**config.mk**
```make
export PLATFORM = sky130hd
export DESIGN_NAME = dual_dptr_unit
export DESIGN_NICKNAME = d
export VERILOG_FILES = /design/src/rtl/dptr_pkg.sv /design/src/rtl/dptr_sfr_decode.sv /design/src/rtl/dptr_sel_reg.sv /design/src/rtl/dptr_lane.sv /design/src/rtl/dptr_bank.sv /design/src/rtl/dual_dptr_unit.sv
export SDC_FILE = /design/constraint.sdc
export NUM_CORES = 1
export LEC_CHECK = 0
export BUFFER_PORTS_ARGS = -buffer_cell sky130_fd_sc_hd__buf_2
export CAP_MARGIN = 10
export CORE_MARGIN = 5
export CORE_UTILIZATION = 30
export DETAILED_ROUTE_END_ITERATION = 8
export GPL_TIMING_DRIVEN = 0
export PLACE_DENSITY_LB_ADDON = 0.05
export SETUP_SLACK_MARGIN = 0.5
export SYNTH_ARGS = -nofsm -noshare
export SYNTH_HDL_FRONTEND = slang
export SYNTH_SLANG_ARGS = --single-unit
```
**constraint.sdc**
```tcl
create_clock -name clk -period 2.8 [get_ports clk]
set_clock_uncertainty 0.05 [all_clocks]
set_input_delay 0.56 -clock clk [delete_from_list [all_inputs] [get_ports clk]]
set_output_delay 0.56 -clock clk [all_outputs]
set_load 0.01 [all_outputs]
```
**src/rtl/dptr_pkg.sv**
```systemverilog
package dptr_pkg;

    // Kind of SFR access decoded from the byte address
    typedef enum logic [1:0] {
        ACC_NONE   = 2'd0,
        ACC_PTR_LO = 2'd1,
        ACC_PTR_HI = 2'd2,
        ACC_SEL    = 2'd3
    } acc_kind_e;

endpackage

```
**src/rtl/dptr_sfr_decode.sv**
```systemverilog
module dptr_sfr_decode
    import dptr_pkg::*;
#(
    parameter int AW       = 8,
    parameter int NUM_PTR  = 2,
    parameter int PTR_BASE = 'h82,
    parameter int SEL_ADDR = 'h86,
    localparam int IDX_W   = (NUM_PTR > 1) ? $clog2(NUM_PTR) : 1
) (
    input  logic [AW-1:0]    addr,
    output logic             hit,
    output acc_kind_e        kind,
    output logic [IDX_W-1:0] idx
);

    always_comb begin
        kind = ACC_NONE;
        idx  = '0;
        for (int i = 0; i < NUM_PTR; i++) begin
            if (addr == AW'(PTR_BASE + 2*i)) begin
                kind = ACC_PTR_LO;
                idx  = IDX_W'(i);
            end
            if (addr == AW'(PTR_BASE + 2*i + 1)) begin
                kind = ACC_PTR_HI;
                idx  = IDX_W'(i);
            end
        end
        if (addr == AW'(SEL_ADDR)) begin
            kind = ACC_SEL;
        end
        hit = (kind != ACC_NONE);
    end

endmodule

```
**src/rtl/dptr_sel_reg.sv**
```systemverilog
module dptr_sel_reg #(
    parameter int IDX_W = 1
) (
    input  logic             clk,
    input  logic             rst_n,
    input  logic             sel_inc,
    input  logic             wr_en,
    input  logic [IDX_W-1:0] wdata,
    output logic [IDX_W-1:0] sel_q
);

    typedef struct packed {
        logic [IDX_W-1:0] sel;
    } sel_state_t;

    sel_state_t state_d, state_q;

    always_comb begin
        state_d = state_q;
        if (sel_inc) begin
            state_d.sel = state_q.sel + IDX_W'(1);
        end else if (wr_en) begin
            state_d.sel = wdata;
        end
    end

    always_ff @(posedge clk or negedge rst_n) begin
        if (!rst_n) begin
            state_q <= '0;
        end else begin
            state_q <= state_d;
        end
    end

    assign sel_q = state_q.sel;

    // R5 (also R9: increment wins over a same-cycle write)
    sel_toggle_chk: assert property (@(posedge clk) disable iff (!rst_n)
        sel_inc |=> sel_q == $past(sel_q) + IDX_W'(1));


    sel_write_chk: assert property (@(posedge clk) disable iff (!rst_n)
        (wr_en && !sel_inc) |=> sel_q == $past(wdata));


    sel_hold_chk: assert property (@(posedge clk) disable iff (!rst_n)
        (!wr_en && !sel_inc) |=> $stable(sel_q));

endmodule

```
**src/rtl/dptr_lane.sv**
```systemverilog
module dptr_lane #(
    parameter int DW      = 8,
    parameter int IDX_W   = 1,
    parameter int LANE_ID = 0,
    localparam int PW     = 2 * DW
) (
    input  logic             clk,
    input  logic             rst_n,
    input  logic [IDX_W-1:0] sel,
    input  logic             wr_lo,
    input  logic             wr_hi,
    input  logic [DW-1:0]    wdata,
    input  logic             ptr_inc,
    input  logic             ptr_load,
    input  logic [PW-1:0]    load_val,
    output logic [PW-1:0]    val_q
);

    typedef struct packed {
        logic [PW-1:0] val;
    } lane_state_t;

    lane_state_t state_d, state_q;
    logic        active;

    assign active = (sel == IDX_W'(LANE_ID));

    always_comb begin
        state_d = state_q;
        if (active && ptr_load) begin
            state_d.val = load_val;
        end else if (active && ptr_inc) begin
            state_d.val = state_q.val + PW'(1);
        end else if (wr_hi) begin
            state_d.val = {wdata, state_q.val[DW-1:0]};
        end else if (wr_lo) begin
            state_d.val = {state_q.val[PW-1:DW], wdata};
        end
    end

    always_ff @(posedge clk or negedge rst_n) begin
        if (!rst_n) begin
            state_q <= '0;
        end else begin
            state_q <= state_d;
        end
    end

    assign val_q = state_q.val;

    // R7 (also R9: load wins)
    load_take_chk: assert property (@(posedge clk) disable iff (!rst_n)
        (active && ptr_load) |=> val_q == $past(load_val));

    // R6 (also R9: increment wins over a byte write)
    inc_wrap_chk: assert property (@(posedge clk) disable iff (!rst_n)
        (active && ptr_inc && !ptr_load) |=> val_q == $past(val_q) + PW'(1));


    lo_write_chk: assert property (@(posedge clk) disable iff (!rst_n)
        (wr_lo && !(active && (ptr_inc || ptr_load)))
        |=> (val_q[DW-1:0] == $past(wdata)) && (val_q[PW-1:DW] == $past(val_q[PW-1:DW])));


    idle_hold_chk: assert property (@(posedge clk) disable iff (!rst_n)
        (!wr_lo && !wr_hi && !(active && (ptr_inc || ptr_load))) |=> $stable(val_q));

endmodule

```
**src/rtl/dptr_bank.sv**
```systemverilog
module dptr_bank #(
    parameter int DW      = 8,
    parameter int NUM_PTR = 2,
    localparam int PW     = 2 * DW,
    localparam int IDX_W  = (NUM_PTR > 1) ? $clog2(NUM_PTR) : 1
) (
    input  logic                  clk,
    input  logic                  rst_n,
    input  logic [IDX_W-1:0]      sel,
    input  logic                  byte_wr,
    input  logic                  byte_hi,
    input  logic [IDX_W-1:0]      byte_idx,
    input  logic [DW-1:0]         wdata,
    input  logic                  ptr_inc,
    input  logic                  ptr_load,
    input  logic [PW-1:0]         load_val,
    output logic [NUM_PTR*PW-1:0] ptr_flat
);

    for (genvar g = 0; g < NUM_PTR; g++) begin : g_lane
        logic target;
        assign target = byte_wr && (byte_idx == IDX_W'(g));

        dptr_lane #(
            .DW      (DW),
            .IDX_W   (IDX_W),
            .LANE_ID (g)
        ) i_lane (
            .clk      (clk),
            .rst_n    (rst_n),
            .sel      (sel),
            .wr_lo    (target && !byte_hi),
            .wr_hi    (target && byte_hi),
            .wdata    (wdata),
            .ptr_inc  (ptr_inc),
            .ptr_load (ptr_load),
            .load_val (load_val),
            .val_q    (ptr_flat[g*PW +: PW])
        );
    end

endmodule

```
**src/rtl/dual_dptr_unit.sv**
```systemverilog
module dual_dptr_unit
    import dptr_pkg::*;
#(
    parameter int AW       = 8,
    parameter int DW       = 8,
    parameter int NUM_PTR  = 2,
    parameter int PTR_BASE = 'h82,
    parameter int SEL_ADDR = 'h86,
    localparam int PW      = 2 * DW,
    localparam int IDX_W   = (NUM_PTR > 1) ? $clog2(NUM_PTR) : 1
) (
    input  logic          clk,
    input  logic          rst_n,
    input  logic [AW-1:0] sfr_addr,
    input  logic          sfr_wr,
    input  logic [DW-1:0] sfr_wdata,
    input  logic          sfr_rd,
    output logic [DW-1:0] sfr_rdata,
    input  logic          ptr_inc,
    input  logic          ptr_load,
    input  logic [PW-1:0] load_val,
    input  logic          sel_inc,
    output logic [PW-1:0] ext_addr
);

    acc_kind_e             acc_kind;
    logic [IDX_W-1:0]      acc_idx;
    logic                  acc_hit;
    logic [IDX_W-1:0]      sel_q;
    logic [NUM_PTR*PW-1:0] ptr_flat;
    logic [PW-1:0]         rd_ptr;

    dptr_sfr_decode #(
        .AW       (AW),
        .NUM_PTR  (NUM_PTR),
        .PTR_BASE (PTR_BASE),
        .SEL_ADDR (SEL_ADDR)
    ) i_decode (
        .addr (sfr_addr),
        .hit  (acc_hit),
        .kind (acc_kind),
        .idx  (acc_idx)
    );

    dptr_sel_reg #(
        .IDX_W (IDX_W)
    ) i_sel (
        .clk     (clk),
        .rst_n   (rst_n),
        .sel_inc (sel_inc),
        .wr_en   (sfr_wr && (acc_kind == ACC_SEL)),
        .wdata   (sfr_wdata[IDX_W-1:0]),
        .sel_q   (sel_q)
    );

    dptr_bank #(
        .DW      (DW),
        .NUM_PTR (NUM_PTR)
    ) i_bank (
        .clk      (clk),
        .rst_n    (rst_n),
        .sel      (sel_q),
        .byte_wr  (sfr_wr && ((acc_kind == ACC_PTR_LO) || (acc_kind == ACC_PTR_HI))),
        .byte_hi  (acc_kind == ACC_PTR_HI),
        .byte_idx (acc_idx),
        .wdata    (sfr_wdata),
        .ptr_inc  (ptr_inc),
        .ptr_load (ptr_load),
        .load_val (load_val),
        .ptr_flat (ptr_flat)
    );

    assign rd_ptr   = ptr_flat[acc_idx*PW +: PW];
    assign ext_addr = ptr_flat[sel_q*PW +: PW];

    always_comb begin
        sfr_rdata = '0;
        if (sfr_rd) begin
            unique case (acc_kind)
                ACC_PTR_LO: sfr_rdata = rd_ptr[DW-1:0];
                ACC_PTR_HI: sfr_rdata = rd_ptr[PW-1:DW];
                ACC_SEL:    sfr_rdata = DW'(sel_q);
                default:    sfr_rdata = '0;
            endcase
        end
    end


    foreign_read_chk: assert property (@(posedge clk) disable iff (!rst_n)
        (!sfr_rd || !acc_hit) |-> sfr_rdata == '0);


    ext_load_chk: assert property (@(posedge clk) disable iff (!rst_n)
        (ptr_load && !sel_inc) |=> ext_addr == $past(load_val));


    ext_quiet_chk: assert property (@(posedge clk) disable iff (!rst_n)
        (!sfr_wr && !ptr_inc && !ptr_load && !sel_inc) |=> $stable(ext_addr));

endmodule

```
==> summary.txt <==
Status -> finished, violations left
Failing checks -> setup timing
CTS root buf -> clkbuf_8
Vias post-DR -> 3373
Finished Cell Area -> 4352 um^2
Critical path's largest stage delay -> 0.56 ns
Longest Clk Path Bufs -> 2
Fin cells -> 605
R2r startpoint -> i_sel.sel_q$_DFFE_PN0P_
Final worst-path cycle share -> 105.6%
Number of global-route vias before repair -> 3302
Num CTS Buffers -> 5
Core ar. -> 9774 um^2
Max-slew violation count -> 0
Crit path setup slack, layout -> -0.1558 ns
Ys async rst share -> 100.0%
Crit-path max FO -> 8
Antenna-violating nets left -> 0
Initial core utilization -> 30.66%
Place WS -> -0.6030 ns
Layout area overhead -> 45.22%
Port buffer count -> 61
First-pass GRT wire length -> 18900 um
WL final -> 12500 um
Startpoint types -> primary input
Reg power frac -> 34.3%
1st-iter DRT viols -> 178
Post-synthesis register bit count -> 33
Clock power share -> 17.8%
Crit. End Element -> primary output
# H-tree levels -> 2
RSZ-0062 raised after global routing -> true
Comb power frac -> 47.9%
Req. time, crit path -> 2.19 ns
Setup slack, reg-to-reg -> 0.61 ns
Antenna cell count -> 0
Relative slew slack -> 37.68%
Tightest Pin Transition -> 0.9314 ns
Critical path, cell by cell -> buf_8, or4b_4, nor4_4, inv_1, ha_2, nand2b_4, buf_8, nor2_1, buf_2
Worst reg-to-reg path cell count -> 5
TritonCTS clock tree -> yes
Reg2reg end -> i_bank.g_lane[0].i_lane.val_q[11]$_DFFE_PN0P_
Height of the die -> 109.9 um
Vias per cell -> 5.575
Final core utilization -> 44.52%
Leak -> 1.797 nW
Met2 WL -> 5971 um
Nets -> 514
Clock insertion delay at the later pin of the skew report -> 0.29 ns
Max Clk Rate -> 338.3 MHz
Syn Std Cell Area -> 2997 um^2
Wirelength per Cell -> 20.66 um
Hold Crit Class -> in -> async
Placed cell count -> 569
CTS sink cnt -> 33
Synth unique cells -> 49
Peak VDD IR -> 0.0002541 V
Drt first pass iters -> 5
Buf+Inv Stages, Crit Path -> 4
CP max stage cell -> or4b_4
Initial antenna violation count -> 0
Final hold viol count -> 0
Routability Congestion -> 0.8207
Placed Instance Area -> 3595 um^2
Setup Crit Path Kind -> in -> out
Drc violations -> 0
Layout cells sized above 1 -> 42.37%
Commonest cells after routing, fill and taps aside -> 61 x buf_2, 42 x nand2_1, 32 x dfrtp_1, 31 x nor2_1, 24 x mux2_2
CP top delay family -> simple AND/OR/NAND/NOR gates
Most common cell after layout, fill and taps aside -> buf_2
Internal -> 1.336 mW
Psw -> 1.046 mW
Met3 wire length -> 510 um
PwrDens -> 547.3 nW/um^2
Clock transition at path regs -> 0.08 ns
IO Count -> 63
M1 WL -> 5911 um
Gr usage total -> 20.78%
Die Width -> 109.9 um
Row cnt -> 36
Final min period -> 2.956 ns
Sw Share -> 43.91%
Global route overflow -> 0
Synthesized netlist cell count -> 375
Final setup viols -> 22
Die Area -> 12090 um^2
Max-Cap Viols -> 0
HPWL Detailed -> 9347 um
Number of flops mapped to enable cells by yosys -> 0
Top Layer Used -> met4
Cell repeated most along the worst path -> buf_8
Largest net degree at the start of global routing -> 34
Critical Path AT -> 2.35 ns
PnR Total Power -> 2.382 mW
Ys flop type -> dfrtp_1
Syn_nets -> 418
Synthesis Warnings -> 0
Syn avg cell area -> 7.991 um^2
Seq/Total Area, Yosys -> 27.56%
==> metrics by stage <==
step           TNS, ns  hold WS (ns)
6_report        -1.225        0.3234
5_1_grt         -4.545        0.4000
4_1_cts         -1.381        0.3465
3_5_place_dp    -16.66        0.5137
3_3_place_gp    -16.21        0.5148
2_1_floorplan   -1.643        0.2144
==> worst max path at each step <==
stage	from	end	cells past startpoint	slack, ns
6_report	sfr_addr[4]	sfr_rdata[5]	9	-0.16
4_1_cts	sfr_addr[6]	sfr_rdata[7]	9	-0.14
3_5_place_dp	sfr_addr[5]	i_bank.g_lane[0].i_lane.val_q[11]$_DFFE_PN0P_	12	-0.60
2_1_floorplan	sfr_addr[5]	i_bank.g_lane[0].i_lane.val_q[11]$_DFFE_PN0P_	11	-0.15
5_1_grt	sfr_addr[4]	sfr_rdata[5]	9	-0.24
3_3_place_gp	sfr_addr[5]	i_bank.g_lane[0].i_lane.val_q[11]$_DFFE_PN0P_	12	-0.59
==> layout make-up <==
cell class,instances,area [um^2]
multi-input combinational,310,2439
tap,133,166.4
fill,1007,5423
clock inverter,1,5.005
timing repair buffer,89,614.3
sequential,33,827.0
inverter,6,22.52
buffer,26,181.4
clock buffer,7,96.34
==> layer usage <==
metal	vias to the layer above	track usage, %
met5	-	0
met2	97	34.58
met4	0	2.582
li1	1584	-
met1	1686	29.67
met3	6	2.290
==> cell usage after synthesis (4+ instances only) <==
cell | instances | area, um^2
a22oi_1 | 15 | 112.6
o21ai_0 | 36 | 180.2
nor4_1 | 4 | 25.02
xnor2_1 | 10 | 87.58
xor2_1 | 14 | 122.6
ha_1 | 4 | 50.05
mux2i_1 | 6 | 60.06
a22o_1 | 11 | 96.34
nor3_1 | 9 | 45.04
nand3_1 | 11 | 55.05
o221ai_1 | 5 | 43.79
mux2_2 | 26 | 292.8
o31ai_1 | 9 | 67.56
nand4_1 | 7 | 43.79
nor2_1 | 41 | 153.9
nand2_1 | 44 | 165.2
buf_2 | 7 | 35.03
o22ai_1 | 5 | 31.28
clkbuf_1 | 14 | 52.55
a221oi_1 | 8 | 70.07
dfrtp_1 | 33 | 825.8
inv_1 | 6 | 22.52
a21oi_1 | 12 | 60.06
==> sequential cells by signal, summed over array words and instances (netlist names) <==
name and cells:
i_bank.g_lane.i_lane.val_q 32, i_sel.sel_q 1
==> cells by family (layout without fill, tap and decap cells) <==
family | after synthesis | count (layout) | synth area share [%]
AOI/OAI and AO/OA | 114 | 114 | 25.64
buffers and inverters | 32 | 129 | 4.467
DFF | 33 | 33 | 27.56
xor gates and xnor gates | 24 | 24 | 7.015
adders and majority gates | 4 | 4 | 1.670
and+or+nand+nor | 136 | 136 | 21.88
muxes | 32 | 32 | 11.77
==> power groups by stage <==
stage          combinational (mW)  clock (mW)  sequential [mW]
2_1_floorplan               0.673           0            0.729
3_5_place_dp                0.976           0            0.819
6_report                     1.14       0.423            0.817
5_1_grt                      1.24       0.447            0.829
3_3_place_gp                0.972           0            0.821
4_1_cts                      1.11       0.430            0.811
==> repair_timing <==
item,CTS,global route
cloned,3,0
endpoints found under the setup margin,56,43
gates resized for setup,80,27
endpoints found under the hold margin,0,0
buffers inserted,21,4
pin swaps,36,15
hold buffers,0,0
No activity file was read; power rests on OpenSTA's default activity.
